File: src/rtl/dmach_pkg.sv
package dmach_pkg;

    localparam logic [1:0] REG_CTRL = 2'd0;
    localparam logic [1:0] REG_SRC  = 2'd1;
    localparam logic [1:0] REG_DST  = 2'd2;
    localparam logic [1:0] REG_CNT  = 2'd3;

    // bit 5 .. bit 0
    typedef struct packed {
        logic dst_fwd;
        logic src_fwd;
        logic en;
        logic pend;
        logic rpt;
        logic byte_unit;
    } ctrl_t;

    typedef enum logic [1:0] {
        ST_IDLE = 2'd0,
        ST_RD   = 2'd1,
        ST_WR   = 2'd2
    } xfer_st_t;

    // software write: pend may only be cleared; a write with both forward bits set keeps the old pair
    function automatic ctrl_t ctrl_sw_update(ctrl_t cur, logic [7:0] wd);
        ctrl_t nxt;
        nxt           = cur;
        nxt.byte_unit = wd[0];
        nxt.rpt       = wd[1];
        nxt.pend      = cur.pend & wd[2];
        nxt.en        = wd[3];
        if (!(wd[4] && wd[5])) begin
            nxt.src_fwd = wd[4];
            nxt.dst_fwd = wd[5];
        end
        return nxt;
    endfunction

endpackage

File: src/rtl/dmach_ptr.sv
module dmach_ptr #(
    parameter int W = 16
) (
    input  logic         clk,
    input  logic         rst,
    input  logic         ld,
    input  logic [W-1:0] ld_val,
    input  logic         adv,
    input  logic         fwd,
    input  logic         byte_unit,
    input  logic         reload,
    output logic [W-1:0] q
);
    logic [W-1:0] shadow_q;
    logic [W-1:0] step;

    assign step = byte_unit ? W'(1) : W'(2);

    always_ff @(posedge clk) begin
        if (rst) begin
            q        <= '0;
            shadow_q <= '0;
        end else if (ld) begin
            q        <= ld_val;
            shadow_q <= ld_val;
        end else if (reload) begin
            q <= shadow_q;
        end else if (adv && fwd) begin
            q <= q + step;
        end
    end
endmodule

File: src/rtl/dmach_regs.sv
module dmach_regs
    import dmach_pkg::*;
#(
    parameter int AW = 16,
    parameter int CW = 16,
    parameter int RW = 16
) (
    input  logic          clk,
    input  logic          rst,
    input  logic          reg_wr,
    input  logic [1:0]    reg_addr,
    input  logic [RW-1:0] reg_wdata,
    output logic [RW-1:0] reg_rdata,
    input  logic          dma_req,
    input  logic          unit_done,
    output ctrl_t         ctrl_o,
    output logic [AW-1:0] src_o,
    output logic [AW-1:0] dst_o,
    output logic          done_o
);
    ctrl_t         ctrl_q, ctrl_d;
    logic [CW-1:0] cnt_q, cnt_sh_q;
    logic          last_unit, reload;
    logic [AW-1:0] ptr_q [2];

    assign last_unit = (cnt_q == CW'(1));
    assign reload    = unit_done && last_unit && ctrl_q.rpt;

    always_comb begin
        ctrl_d = ctrl_q;
        if (reg_wr && reg_addr == REG_CTRL) ctrl_d = ctrl_sw_update(ctrl_q, reg_wdata[7:0]);
        if (unit_done) begin
            ctrl_d.pend = 1'b0;
            if (last_unit && !ctrl_q.rpt) ctrl_d.en = 1'b0;
        end
        if (dma_req && ctrl_d.en) ctrl_d.pend = 1'b1;
    end

    always_ff @(posedge clk) begin
        if (rst) begin
            ctrl_q   <= '0;
            cnt_q    <= '0;
            cnt_sh_q <= '0;
            done_o   <= 1'b0;
        end else begin
            ctrl_q <= ctrl_d;
            done_o <= unit_done && last_unit;
            if (reg_wr && reg_addr == REG_CNT) begin
                cnt_q    <= CW'(reg_wdata);
                cnt_sh_q <= CW'(reg_wdata);
            end else if (unit_done) begin
                cnt_q <= reload ? cnt_sh_q : cnt_q - CW'(1);
            end
        end
    end

    for (genvar gi = 0; gi < 2; gi++) begin : g_ptr
        localparam logic [1:0] SEL = (gi == 0) ? REG_SRC : REG_DST;
        dmach_ptr #(.W(AW)) u_ptr (
            .clk       (clk),
            .rst       (rst),
            .ld        (reg_wr && reg_addr == SEL),
            .ld_val    (AW'(reg_wdata)),
            .adv       (unit_done),
            .fwd       ((gi == 0) ? ctrl_q.src_fwd : ctrl_q.dst_fwd),
            .byte_unit (ctrl_q.byte_unit),
            .reload    (reload),
            .q         (ptr_q[gi])
        );
    end

    assign src_o  = ptr_q[0];
    assign dst_o  = ptr_q[1];
    assign ctrl_o = ctrl_q;

    always_comb begin
        case (reg_addr)
            REG_CTRL: reg_rdata = RW'({2'b00, ctrl_q});
            REG_SRC:  reg_rdata = RW'(ptr_q[0]);
            REG_DST:  reg_rdata = RW'(ptr_q[1]);
            default:  reg_rdata = RW'(cnt_q);
        endcase
    end
endmodule

File: src/rtl/dmach_xfer.sv
module dmach_xfer
    import dmach_pkg::*;
#(
    parameter int AW = 16
) (
    input  logic          clk,
    input  logic          rst,
    input  logic          start,
    input  logic          byte_unit,
    input  logic [AW-1:0] src_i,
    input  logic [AW-1:0] dst_i,
    input  logic [15:0]   mem_rdata,
    output logic [AW-1:0] mem_addr,
    output logic          mem_rd,
    output logic          mem_wr,
    output logic          mem_byte,
    output logic [15:0]   mem_wdata,
    output logic          unit_done
);
    xfer_st_t    st_q;
    logic [15:0] data_q;

    always_ff @(posedge clk) begin
        if (rst) begin
            st_q   <= ST_IDLE;
            data_q <= '0;
        end else begin
            case (st_q)
                ST_IDLE: if (start) st_q <= ST_RD;
                ST_RD: begin
                    data_q <= mem_rdata;
                    st_q   <= ST_WR;
                end
                default: st_q <= ST_IDLE;
            endcase
        end
    end

    assign mem_rd    = (st_q == ST_RD);
    assign mem_wr    = (st_q == ST_WR);
    assign unit_done = mem_wr;
    assign mem_addr  = mem_wr ? dst_i : src_i;
    assign mem_byte  = byte_unit;
    assign mem_wdata = byte_unit ? {8'h00, data_q[7:0]} : data_q;
endmodule

File: src/rtl/dma_channel.sv
module dma_channel
    import dmach_pkg::*;
#(
    parameter int AW = 16,
    parameter int CW = 16,
    parameter int RW = (AW > CW) ? AW : CW
) (
    input  logic          clk,
    input  logic          rst,
    input  logic          reg_wr,
    input  logic [1:0]    reg_addr,
    input  logic [RW-1:0] reg_wdata,
    output logic [RW-1:0] reg_rdata,
    input  logic          dma_req,
    output logic          done,
    output logic [AW-1:0] mem_addr,
    output logic          mem_rd,
    output logic          mem_wr,
    output logic          mem_byte,
    output logic [15:0]   mem_wdata,
    input  logic [15:0]   mem_rdata
);
    ctrl_t         ctrl_w;
    logic [AW-1:0] src_w, dst_w;
    logic          unit_done_w;

    dmach_regs #(.AW(AW), .CW(CW), .RW(RW)) u_regs (
        .clk       (clk),
        .rst       (rst),
        .reg_wr    (reg_wr),
        .reg_addr  (reg_addr),
        .reg_wdata (reg_wdata),
        .reg_rdata (reg_rdata),
        .dma_req   (dma_req),
        .unit_done (unit_done_w),
        .ctrl_o    (ctrl_w),
        .src_o     (src_w),
        .dst_o     (dst_w),
        .done_o    (done)
    );

    dmach_xfer #(.AW(AW)) u_xfer (
        .clk       (clk),
        .rst       (rst),
        .start     (ctrl_w.pend && ctrl_w.en),
        .byte_unit (ctrl_w.byte_unit),
        .src_i     (src_w),
        .dst_i     (dst_w),
        .mem_rdata (mem_rdata),
        .mem_addr  (mem_addr),
        .mem_rd    (mem_rd),
        .mem_wr    (mem_wr),
        .mem_byte  (mem_byte),
        .mem_wdata (mem_wdata),
        .unit_done (unit_done_w)
    );
endmodule

File: config.mk
export PLATFORM = sky130hd
export DESIGN_NAME = dma_channel
export DESIGN_NICKNAME = d
export VERILOG_FILES = /design/src/rtl/dmach_pkg.sv /design/src/rtl/dmach_ptr.sv /design/src/rtl/dmach_regs.sv /design/src/rtl/dmach_xfer.sv /design/src/rtl/dma_channel.sv
export SDC_FILE = /design/constraint.sdc
export NUM_CORES = 1
export LEC_CHECK = 0
export ABC_AREA = 1
export ABC_CLOCK_PERIOD_IN_PS = 2450
export BUFFER_PORTS_ARGS = -buffer_cell sky130_fd_sc_hd__buf_2
export CORE_ASPECT_RATIO = 1.5
export CORE_MARGIN = 5
export CORE_UTILIZATION = 35
export DETAILED_ROUTE_END_ITERATION = 7
export PLACE_DENSITY = 0.58
export SETUP_SLACK_MARGIN = 0.3
export SYNTH_ARGS = -nofsm -noshare
export SYNTH_HDL_FRONTEND = slang
export SYNTH_SLANG_ARGS = --single-unit
File: constraint.sdc
create_clock -name clk -period 2.45 [get_ports clk]
set_input_delay 0.1225 -clock clk [delete_from_list [all_inputs] [get_ports clk]]
set_output_delay 0.1225 -clock clk [all_outputs]
set_load 0.005 [all_outputs]
==> results of run 1 <==
-- worst max-delay path by stage --
| stage | from | endpoint | slack (ps) | depth (start not counted) |
|---|---|---|---|---|
| final | u_xfer.st_q[1] | mem_addr[1] | 350 | 7 |
| after global routing | u_regs.cnt_q[1] | u_regs.g_ptr[0].u_ptr.q[13] | 270 | 12 |
| after CTS | u_xfer.st_q[1] | mem_addr[11] | 360 | 7 |
| after detailed placement | u_regs.cnt_q[1] | u_regs.g_ptr[0].u_ptr.q[13] | 390 | 11 |
| after global placement | u_regs.cnt_q[1] | u_regs.g_ptr[0].u_ptr.q[3] | 440 | 11 |
| after floorplan | u_regs.ctrl_o[0] | u_regs.g_ptr[1].u_ptr.q[11] | 410 | 12 |
-- cell type report --
class / count / area share, %
sequential: 121 / 29.2
timing repair buffer: 133 / 10.2
multi-input combinational: 759 / 43.6
tap: 256 / 3.86
inverter: 131 / 5.92
clock inverter: 15 / 2.17
clock buffer: 17 / 5.13
-- power by group through the flow --
| stage | clock network (mW) | registers (mW) | logic [mW] |
|---|---|---|---|
| floorplan | 0 | 2.11 | 0.390 |
| global placement | 0 | 2.14 | 0.591 |
| detailed placement | 0 | 2.14 | 0.595 |
| CTS | 2.63 | 2.09 | 0.621 |
| global route | 2.71 | 2.10 | 0.698 |
| finish | 2.60 | 2.10 | 0.626 |
-- flip-flops by register name (all words and copies together), names as in the netlist --
signal / count
u_regs.cnt_q: 16
u_regs.cnt_sh_q: 16
u_regs.ctrl_o: 6
u_regs.done_o: 1
u_regs.g_ptr.u_ptr.q: 32
u_regs.g_ptr.u_ptr.shadow_q: 32
u_xfer.data_q: 16
u_xfer.st_q: 2
-- cell usage in the layout, fill, tap and decap left out, drive strengths merged --
cell type | synthesis | layout
a21oi | 100 | 100
fa | 2 | 2
or2 | 1 | 1
nand3 | 62 | 62
a211oi | 1 | 1
o21a | 4 | 4
o221ai | 10 | 10
clkbuf | 34 | 17
nor2 | 144 | 144
nor4 | 1 | 1
o22ai | 3 | 3
buf | 22 | 114
a221oi | 3 | 3
ha | 6 | 6
bufinv | 0 | 2
and2 | 1 | 1
inv | 131 | 139
dfxtp | 121 | 121
nand4 | 7 | 7
o31ai | 1 | 1
xor2 | 16 | 16
nor3 | 11 | 11
o21ai | 112 | 112
dlygate4sd3 | 0 | 19
o211ai | 11 | 11
xnor2 | 2 | 2
nand2 | 261 | 261
clkinvlp | 0 | 3
clkinv | 0 | 2
-- cell families after synthesis --
logic type | Yosys count | synth area share (%)
adder cells (fa/ha/maj) | 8 | 1.70
AND/OR/NAND/NOR | 488 | 29.5
flip-flops | 121 | 35.7
buffers and inverters | 187 | 11.2
AO/OA/AOI/OAI | 245 | 19.5
XOR/XNOR | 18 | 2.33
-- worst reg2reg max path, cell delays in order, from the launching register on --
cell and delay [ps]:
dfxtp_1 360, buf_4 210, ha_1 210, fa_1 190, nand2_1 70, nor2_1 360, nand2_1 120, xor2_1 160
nand2_1 60, nand3_1 70, nand2_1 80, inv_1 30
-- metal layers --
metal | share of wire (%) | vias to the layer above | routed length, um | global-route usage (%)
met5 | 0 | - | 0 | 0
met4 | 3.3 | 0 | 822 | 8.96
met1 | 42 | 3365 | 10200 | 27.0
met2 | 51 | 218 | 12400 | 39.0
li1 | - | 3633 | - | -
met3 | 4.5 | 44 | 1100 | 3.67
-- repair_timing --
item / CTS / global route
hold endpoints to repair: 21 / 0
endpoints found under the setup margin: 0 / 49
resized for setup: 0 / 10
hold buffers: 19 / 0
setup buffers: 0 / 1
-- through the flow --
stage	hold WS (ps)	instances	total power [mW]	instance area [um^2]
2_1_floorplan	235	1067	2.50	6780
3_3_place_gp	345	1380	2.73	7470
3_5_place_dp	350	1380	2.73	7470
4_1_cts	2.59	1431	5.35	8270
5_1_grt	20.8	1432	5.51	8300
6_report	16.5	1432	5.32	8300
==> results.py, run 1 <==
metrics = {
    "grt": {
        "antenna_found_initial": 0,
        "grt_overflow": 0,
        "grt_max_degree": 47,
        "grt_pass1_wl_um": 38700,
        "gr-usage-all-layers_pct": 22.4,
        "first_global_vias": 7079,
    },
    "clock_network": {
        "clk_pin_slew_worst_paths_ps": 60,
        "numClockSinks": 121,
        "clock_tree.root_cell": "clkbuf_16",
        "clock_latency_ps": 430,
        "cts_tree": "done",
        "max-clock-path-buffers": 2,
        "cts_inserted_buffers": 17,
        "h-tree-depth": 4,
    },
    "power": {
        "pwr-share-seq_pct": 39.4,
        "cellPowerDensity_nw_per_um2": 641,
        "comb_power_share_pct": 11.8,
        "leakagePower_nw": 3.62,
        "ir_drop_mv": 0.422,
        "power_switching_mw": 1.53,
        "pwr-share-clk_pct": 48.8,
        "p_sw_share_pct": 28.7,
        "p_int_mw": 3.79,
    },
    "route": {
        "drt_iter0_drc": 444,
        "viasPerCell": 5.07,
        "routedWlPerCell_um": 17.2,
        "routed_wl_um": 24600,
        "remaining_drc_errors": 0,
        "vias": 7260,
        "ant_nets": 0,
        "first_pass_iters": 5,
    },
    "worst_setup_path": {
        "slowest_delay_ps": 360,
        "path_buf_inv": 5,
        "reg2reg_depth": 11,
        "r2r_start": "u_regs.ctrl_o[0]",
        "rrSetupSlack_ps": 430,
        "cp.arrival_ps": 1980,
        "cp_cell_sequence": "inv_2 > nor2_2 > buf_4 > inv_1 > buf_4 > o21ai_0 > buf_2",
        "path_delay_family": "buffers and inverters",
        "cp_data_required_time_ps": 2330,
        "cp_max_fo": 12,
        "reg2reg_to": "u_regs.g_ptr[0].u_ptr.q[8]",
        "crit_path_top_delay_cell": "dfxtp_1",
        "crit_path_frequent_cell": "buf_4",
        "path_class": "reg -> out",
        "cp-end-kind": "output port",
        "critPathLaunchType": "flop",
    },
    "placed_design": {
        "place_ws_ps": 392,
        "dpl.hpwl_um": 18200,
        "portBuffers": 89,
        "gp_congestion": 0.970,
    },
    "sta": {
        "slew_viol_final": 0,
        "fmax_mhz": 475,
        "rsz0062_at_grt": "true",
        "setup_viol": 0,
        "worst_slack_ps": 346,
        "tns_ps": 0,
        "finClkSkew_ps": 8.20,
        "final.min_clock_period_ps": 2100,
        "period_share_pct": 85.9,
        "tightest_slew_ps": 692,
        "final_hold_viol_count": 0,
        "relSlewSlack_pct": 53.8,
    },
    "status": {
        "status": "completed",
    },
    "cells_and_area": {
        "nets": 1209,
        "synthToLayoutAreaGrowth_pct": 22.4,
        "multiInputGateArea_um2": 3620,
        "n_fill_cell": 2098,
        "drive_gt1_share_pct": 14.0,
        "regArea_um2": 2420,
        "antenna_cells": 0,
        "fin_util_pct": 43.5,
    },
    "synthesis": {
        "synth_fp_nets": 1113,
        "synth_cells": 1067,
        "ys_warn_count": 0,
        "synth_top_cell_area_share_pct": 35.7,
        "synth_edf_count": 0,
        "synth_top_area_cell": "dfxtp_1",
        "synthTopCellsByArea": "dfxtp_1 36%, nand2_1 14%, o21ai_0 8.0%, nor2_1 7.7%, a21oi_1 7.3%",
        "synthTopCellsByCount": "258 x nand2_1, 139 x nor2_1, 127 x inv_1, 121 x dfxtp_1, 108 x o21ai_0",
        "synth_cell_types": 35,
        "synth-seq-cells": 121,
        "ys.flop_type": "dfxtp_1",
        "postSynth.asyncResetShare_pct": 0,
        "syn_area_per_cell_um2": 6.35,
        "ys_seq_area_share_pct": 35.7,
        "synth_most_common_cell": "nand2_1",
        "netlist_area_um2": 6780,
    },
    "hold_path": {
        "hold_path_end": "u_regs.g_ptr[1].u_ptr.shadow_q[4]",
        "hp-class": "in -> reg",
        "hold_depth": 3,
        "hold_path_startpoint": "reg_wdata[4]",
    },
    "floorplan": {
        "fp.dieH_um": 180,
        "rows": 62,
        "die-area_um2": 22300,
        "die_x_um": 124,
        "coreArea_um2": 19100,
        "ios": 90,
        "start_util_pct": 35.5,
    },
    "job": {
        "cap_violations": 0,
    },
}
(Power assumes the default switching activity.)
==> run 2: changes to the inputs <==
--- a/config.mk
+++ b/config.mk
@@ -13,6 +13,7 @@
 export CORE_UTILIZATION = 35
 export DETAILED_ROUTE_END_ITERATION = 7
 export PLACE_DENSITY = 0.58
+export REMOVE_ABC_BUFFERS = 1
 export SETUP_SLACK_MARGIN = 0.3
 export SYNTH_ARGS = -nofsm -noshare
 export SYNTH_HDL_FRONTEND = slang
==> run 2 against run 1 <==
Net effect: register-to-register slack better by 30 ps; design area is 0.48% higher; clock skew hardly changed; count of clock-buffer cells in the layout increased by 1; routed wire length fell by 3.0%; worst hold slack worse by 2.3 ps; non-clock buffer count increased by 2; maximum frequency grew 0.66%; via count up 0.11%; power is 2.3% higher; die area is the same; critical path type unchanged; critical endpoint unchanged; largest power group unchanged.
==> results.py, run 2 (synthesis gave the netlist of run 1 again) <==
metrics = {
    "status": {
        "status": "completed",
    },
    "sta": {
        "final_hold_viol_count": 0,
        "tightest_slew_ps": 687,
        "period_share_pct": 85.3,
        "setup_viol": 0,
        "finClkSkew_ps": 7.72,
        "rsz0062_at_grt": "true",
        "slew_viol_final": 0,
        "tns_ps": 0,
        "relSlewSlack_pct": 54.1,
        "fmax_mhz": 479,
        "final.min_clock_period_ps": 2090,
    },
    "cells_and_area": {
        "synthToLayoutAreaGrowth_pct": 23.0,
        "n_fill_cell": 2084,
        "layout_common_cells": "254 x nand2_1, 135 x nor2_1, 127 x inv_1, 121 x dfxtp_1, 108 x o21ai_0",
        "stdcell_area_um2": 8340,
        "regArea_um2": 2420,
        "antenna_cells": 0,
        "multiInputGateArea_um2": 3630,
        "nets": 1211,
        "layout_commonest_cell": "nand2_1",
        "top_regs": "u_regs.g_ptr.u_ptr.q: 32 flops, u_regs.g_ptr.u_ptr.shadow_q: 32 flops",
        "drive_gt1_share_pct": 14.7,
    },
    "grt": {
        "grt_max_degree": 57,
        "first_global_vias": 7180,
        "grt_pass1_wl_um": 38000,
        "gr-usage-all-layers_pct": 21.9,
        "grt_overflow": 0,
        "antenna_found_initial": 0,
    },
    "hold_path": {
        "hp-class": "in -> reg",
    },
    "floorplan": {
        "rows": 62,
        "die-area_um2": 22300,
        "die_x_um": 124,
        "start_util_pct": 35.5,
        "ios": 90,
        "fp.dieH_um": 180,
        "coreArea_um2": 19100,
    },
    "route": {
        "first_pass_iters": 5,
        "routed_wl_um": 23900,
        "viasPerCell": 5.07,
        "vias": 7268,
        "ant_nets": 0,
        "remaining_drc_errors": 0,
        "drt_iter0_drc": 616,
        "routedWlPerCell_um": 16.6,
    },
    "clock_network": {
        "numClockSinks": 121,
        "max-clock-path-buffers": 2,
        "clk_pin_slew_worst_paths_ps": 60,
        "h-tree-depth": 4,
        "cts_inserted_buffers": 17,
        "cts_tree": "done",
        "clock_tree.root_cell": "clkbuf_16",
        "clock_latency_ps": 430,
    },
    "power": {
        "leakagePower_nw": 3.63,
        "cellPowerDensity_nw_per_um2": 653,
        "ir_drop_mv": 0.350,
    },
    "placed_design": {
        "gp_congestion": 0.902,
        "place_area_um2": 7480,
        "portBuffers": 89,
        "dpl.hpwl_um": 17600,
    },
    "worst_setup_path": {
        "reg2reg_to": "u_regs.g_ptr[0].u_ptr.q[6]",
        "cp_max_fo": 12,
        "critPathLaunchType": "flop",
        "cp-end-kind": "output port",
        "r2r_start": "u_regs.ctrl_o[0]",
        "cp_data_required_time_ps": 2330,
        "crit_path_end": "mem_addr[1]",
        "reg2reg_depth": 11,
        "crit_start": "u_xfer.st_q[1]",
        "rrSetupSlack_ps": 460,
        "path_class": "reg -> out",
        "cp.arrival_ps": 1970,
    },
    "job": {
        "cap_violations": 0,
    },
}
## run 2: changes by cell type in the layout (fill, tap and decap cells not counted), moves of 2 or more
cell | before | now
nor2_1 | 139 | 135
clkinv_4 | 1 | 3
bufinv_16 | 2 | 4
nor2_2 | 3 | 7
clkinvlp_4 | 3 | 5
o21ai_0 | 104 | 108
inv_6 | 7 | 1
o21ai_1 | 8 | 4
buf_4 | 23 | 27
## run 2: critical path, cell delays in order (launching register included)
cell	delay, ps
dfxtp_1	370
inv_2	40
nor2_2	150
buf_4	210
inv_1	70
buf_4	170
o21ai_0	340
buf_2	190
## run 2: timing repair
action                     CTS  global route
setup endpoints to repair    0            42
hold endpoints to repair    18             0
resized for setup            0            10
buffers inserted             0             2
hold buffers                18             0
## run 2: layer usage
metal | vias up | routed length [um] | track usage (%)
li1 | 3641 | - | -
met1 | 3341 | 9640 | 25.9
met2 | 228 | 12200 | 38.0
met3 | 58 | 1140 | 3.58
met4 | 0 | 877 | 9.89
met5 | - | 0 | 0
## run 2: final cells by class
class	count	area share (%)
Timing Repair Buffer	135	10.1
Multi-Input combinational cell	759	43.5
Clock inverter	14	2.37
Sequential cell	121	29.0
Clock buffer	18	5.27
Tap cell	256	3.84
Inverter	131	5.90
## run 2: report_power, final
group | total (mW) | internal, mW | switching, mW
Sequential | 2.09 | 2.03 | 0.0598
Clock | 2.73 | 1.73 | 0.997
Combinational | 0.623 | 0.223 | 0.399
## run 2: per-stage QoR
step	power, mW	hold slack (ps)	util (%)	setup slack [ps]	cells
after detailed placement	2.73	342	39.2	384	1382
after global routing	5.65	1.62	43.7	299	1434
after floorplan	2.47	192	-	-58.8	1011
final	5.44	14.2	43.7	360	1434
after CTS	5.47	1.35	43.5	360	1432
after global placement	2.72	337	39.2	431	1382
## run 2: how the worst min path moves through the flow
stage                  startpoint                            endpoint  slack [ps]  cells past startpoint
floorplan                     rst                     u_regs.cnt_q[0]         190                      1
detailed placement        dma_req                    u_regs.ctrl_o[2]         340                      3
global route         reg_wdata[8]                  u_regs.cnt_sh_q[8]           2                      3
global placement          dma_req                    u_regs.ctrl_o[2]         340                      3
CTS                  reg_wdata[7]   u_regs.g_ptr[1].u_ptr.shadow_q[7]           1                      3
finish              reg_wdata[12]  u_regs.g_ptr[0].u_ptr.shadow_q[12]          10                      3
==> run 3: changes to the inputs <==
--- a/config.mk
+++ b/config.mk
@@ -6,7 +6,7 @@
 export NUM_CORES = 1
 export LEC_CHECK = 0
 export ABC_AREA = 1
-export ABC_CLOCK_PERIOD_IN_PS = 2450
+export ABC_CLOCK_PERIOD_IN_PS = 2300
 export BUFFER_PORTS_ARGS = -buffer_cell sky130_fd_sc_hd__buf_2
 export CORE_ASPECT_RATIO = 1.5
 export CORE_MARGIN = 5
==> constraint.sdc (replaced) <==
create_clock -name clk -period 2.3 [get_ports clk]
set_input_delay 0.115 -clock clk [delete_from_list [all_inputs] [get_ports clk]]
set_output_delay 0.115 -clock clk [all_outputs]
set_load 0.005 [all_outputs]
==> run 3 against run 2 <==
Net effect: count of clock-buffer cells in the layout shrank 1; clock power hardly changed; clock skew barely moved; sequential cell count unchanged; die area unchanged; setup slack better by 20 ps; non-clock buffer count grew 12; largest power group unchanged.
==> results.py, run 3 (synthesis gave the netlist of run 1 again) <==
metrics = {
    "status": {
        "status": "completed",
    },
    "grt": {
        "antenna_found_initial": 0,
        "grt_pass1_wl_um": 37600,
        "grt_max_degree": 65,
        "grt_overflow": 0,
        "first_global_vias": 7164,
        "gr-usage-all-layers_pct": 21.7,
    },
    "sta": {
        "period_share_pct": 83.5,
        "fmax_mhz": 521,
        "finClkSkew_ps": 7.66,
        "final_hold_viol_count": 0,
        "setup_viol": 0,
        "tightest_slew_ps": 692,
        "final.min_clock_period_ps": 1920,
        "relSlewSlack_pct": 53.8,
        "slew_viol_final": 0,
        "rsz0062_at_grt": "false",
    },
    "worst_setup_path": {
        "cp-end-kind": "output port",
        "cp_data_required_time_ps": 2180,
        "cp_max_fo": 12,
        "cp.arrival_ps": 1800,
        "path_class": "reg -> out",
        "critPathLaunchType": "flop",
    },
    "floorplan": {
        "fp.dieH_um": 180,
        "rows": 62,
        "ios": 90,
        "die_x_um": 124,
        "start_util_pct": 35.5,
        "die-area_um2": 22300,
        "coreArea_um2": 19100,
    },
    "power": {
        "leakagePower_nw": 3.72,
        "cellPowerDensity_nw_per_um2": 656,
        "ir_drop_mv": 0.411,
        "power.total_mw": 5.62,
    },
    "route": {
        "routed_wl_um": 24100,
        "routedWlPerCell_um": 16.7,
        "viasPerCell": 5.02,
        "drt_iter0_drc": 525,
        "ant_nets": 0,
        "first_pass_iters": 5,
        "vias": 7259,
        "remaining_drc_errors": 0,
    },
    "clock_network": {
        "max-clock-path-buffers": 2,
        "cts_tree": "done",
        "clk_pin_slew_worst_paths_ps": 60,
        "numClockSinks": 121,
        "clock_tree.root_cell": "clkbuf_16",
        "cts_inserted_buffers": 17,
        "clock_latency_ps": 430,
        "h-tree-depth": 4,
    },
    "placed_design": {
        "portBuffers": 89,
        "dpl.hpwl_um": 17600,
        "gp_congestion": 0.915,
        "dp_cells": 1384,
        "place_area_um2": 7500,
    },
    "hold_path": {
        "hp-class": "in -> reg",
    },
    "cells_and_area": {
        "n_fill_cell": 2089,
        "layout_commonest_cell": "nand2_1",
        "fin_util_pct": 44.9,
        "layout_common_cells": "252 x nand2_1, 134 x nor2_1, 125 x inv_1, 120 x dfxtp_1, 107 x o21ai_0",
        "synthToLayoutAreaGrowth_pct": 26.3,
        "drive_gt1_share_pct": 16.0,
        "top_regs": "u_regs.g_ptr.u_ptr.q: 32 flops, u_regs.g_ptr.u_ptr.shadow_q: 32 flops",
        "final_cell_count_no_fill": 1447,
        "antenna_cells": 0,
        "stdcell_area_um2": 8560,
        "nets": 1224,
    },
    "job": {
        "cap_violations": 0,
    },
}
==> run 3: cell count changes in the layout (fill, tap and decap cells not counted), sizes merged <==
cell         previous run  this run
dlygate4sd3            18        25
nand3                  62        63
clkinvlp                5         0
inv                   132       135
buf                   117       121
bufinv                  4         2
clkinv                  4         9
==> run 3: cell type report <==
class,count,area [um^2],area share [%]
clock buffers,17,425,4.97
clock inverters,15,166,1.94
inverters,131,492,5.74
multi-input cells,760,3720,43.4
flip-flops and latches,121,2420,28.3
well taps,256,320,3.74
repair buffers,147,1020,11.9
==> run 3: worst paths after layout <==
| path | startpoint | to | slack, ps | cells past startpoint |
|---|---|---|---|---|
| max | u_xfer.st_q[1] | mem_addr[1] | 380 | 7 |
| min reg2reg | u_xfer.data_q[13] | u_xfer.data_q[13] | 450 | 2 |
| max reg2reg | u_regs.cnt_q[1] | u_regs.cnt_q[15] | 440 | 12 |
| min | reg_wdata[8] | u_regs.cnt_sh_q[8] | 20 | 3 |
==> run 3: worst max-delay path: stages (launching register included) <==
cell	delay, ps
dfxtp_1	360
inv_2	50
nor2_4	100
buf_6	150
inv_1	50
buf_4	180
o21ai_0	290
buf_2	180
==> run 3: routing by layer <==
metal | wire length, um | vias up | GRT usage (%) | share of wire [%]
met5 | 0 | - | 0 | 0
met4 | 824 | 0 | 9.22 | 3.4
met3 | 847 | 46 | 2.98 | 3.5
met2 | 12600 | 177 | 38.4 | 52
met1 | 9900 | 3368 | 25.8 | 41
li1 | - | 3668 | - | -
==> run 3: through the flow <==
step / setup slack [ps] / hold slack [ps] / setup TNS (ps)
after floorplan: -209 / 184 / -2280
after CTS: 302 / 3.79 / 0
after global routing: 296 / 12.6 / 0
after detailed placement: 287 / 332 / 0
final: 380 / 18.8 / 0
after global placement: 309 / 327 / 0
==> run 3: power breakdown <==
part	leakage (nW)	switching, mW	internal (mW)
logic	2.45	0.427	0.252
registers	0.983	0.0644	2.16
clock network	0.293	1.09	1.61
==> run 3: what timing repair did <==
action | CTS | global route
gates cloned | 0 | 2
hold buffers | 25 | 0
endpoints found under the setup margin | 1 | 42
endpoints found under the hold margin | 31 | 0
pin swaps | 0 | 6
buffers inserted | 0 | 4
gates resized for setup | 1 | 38
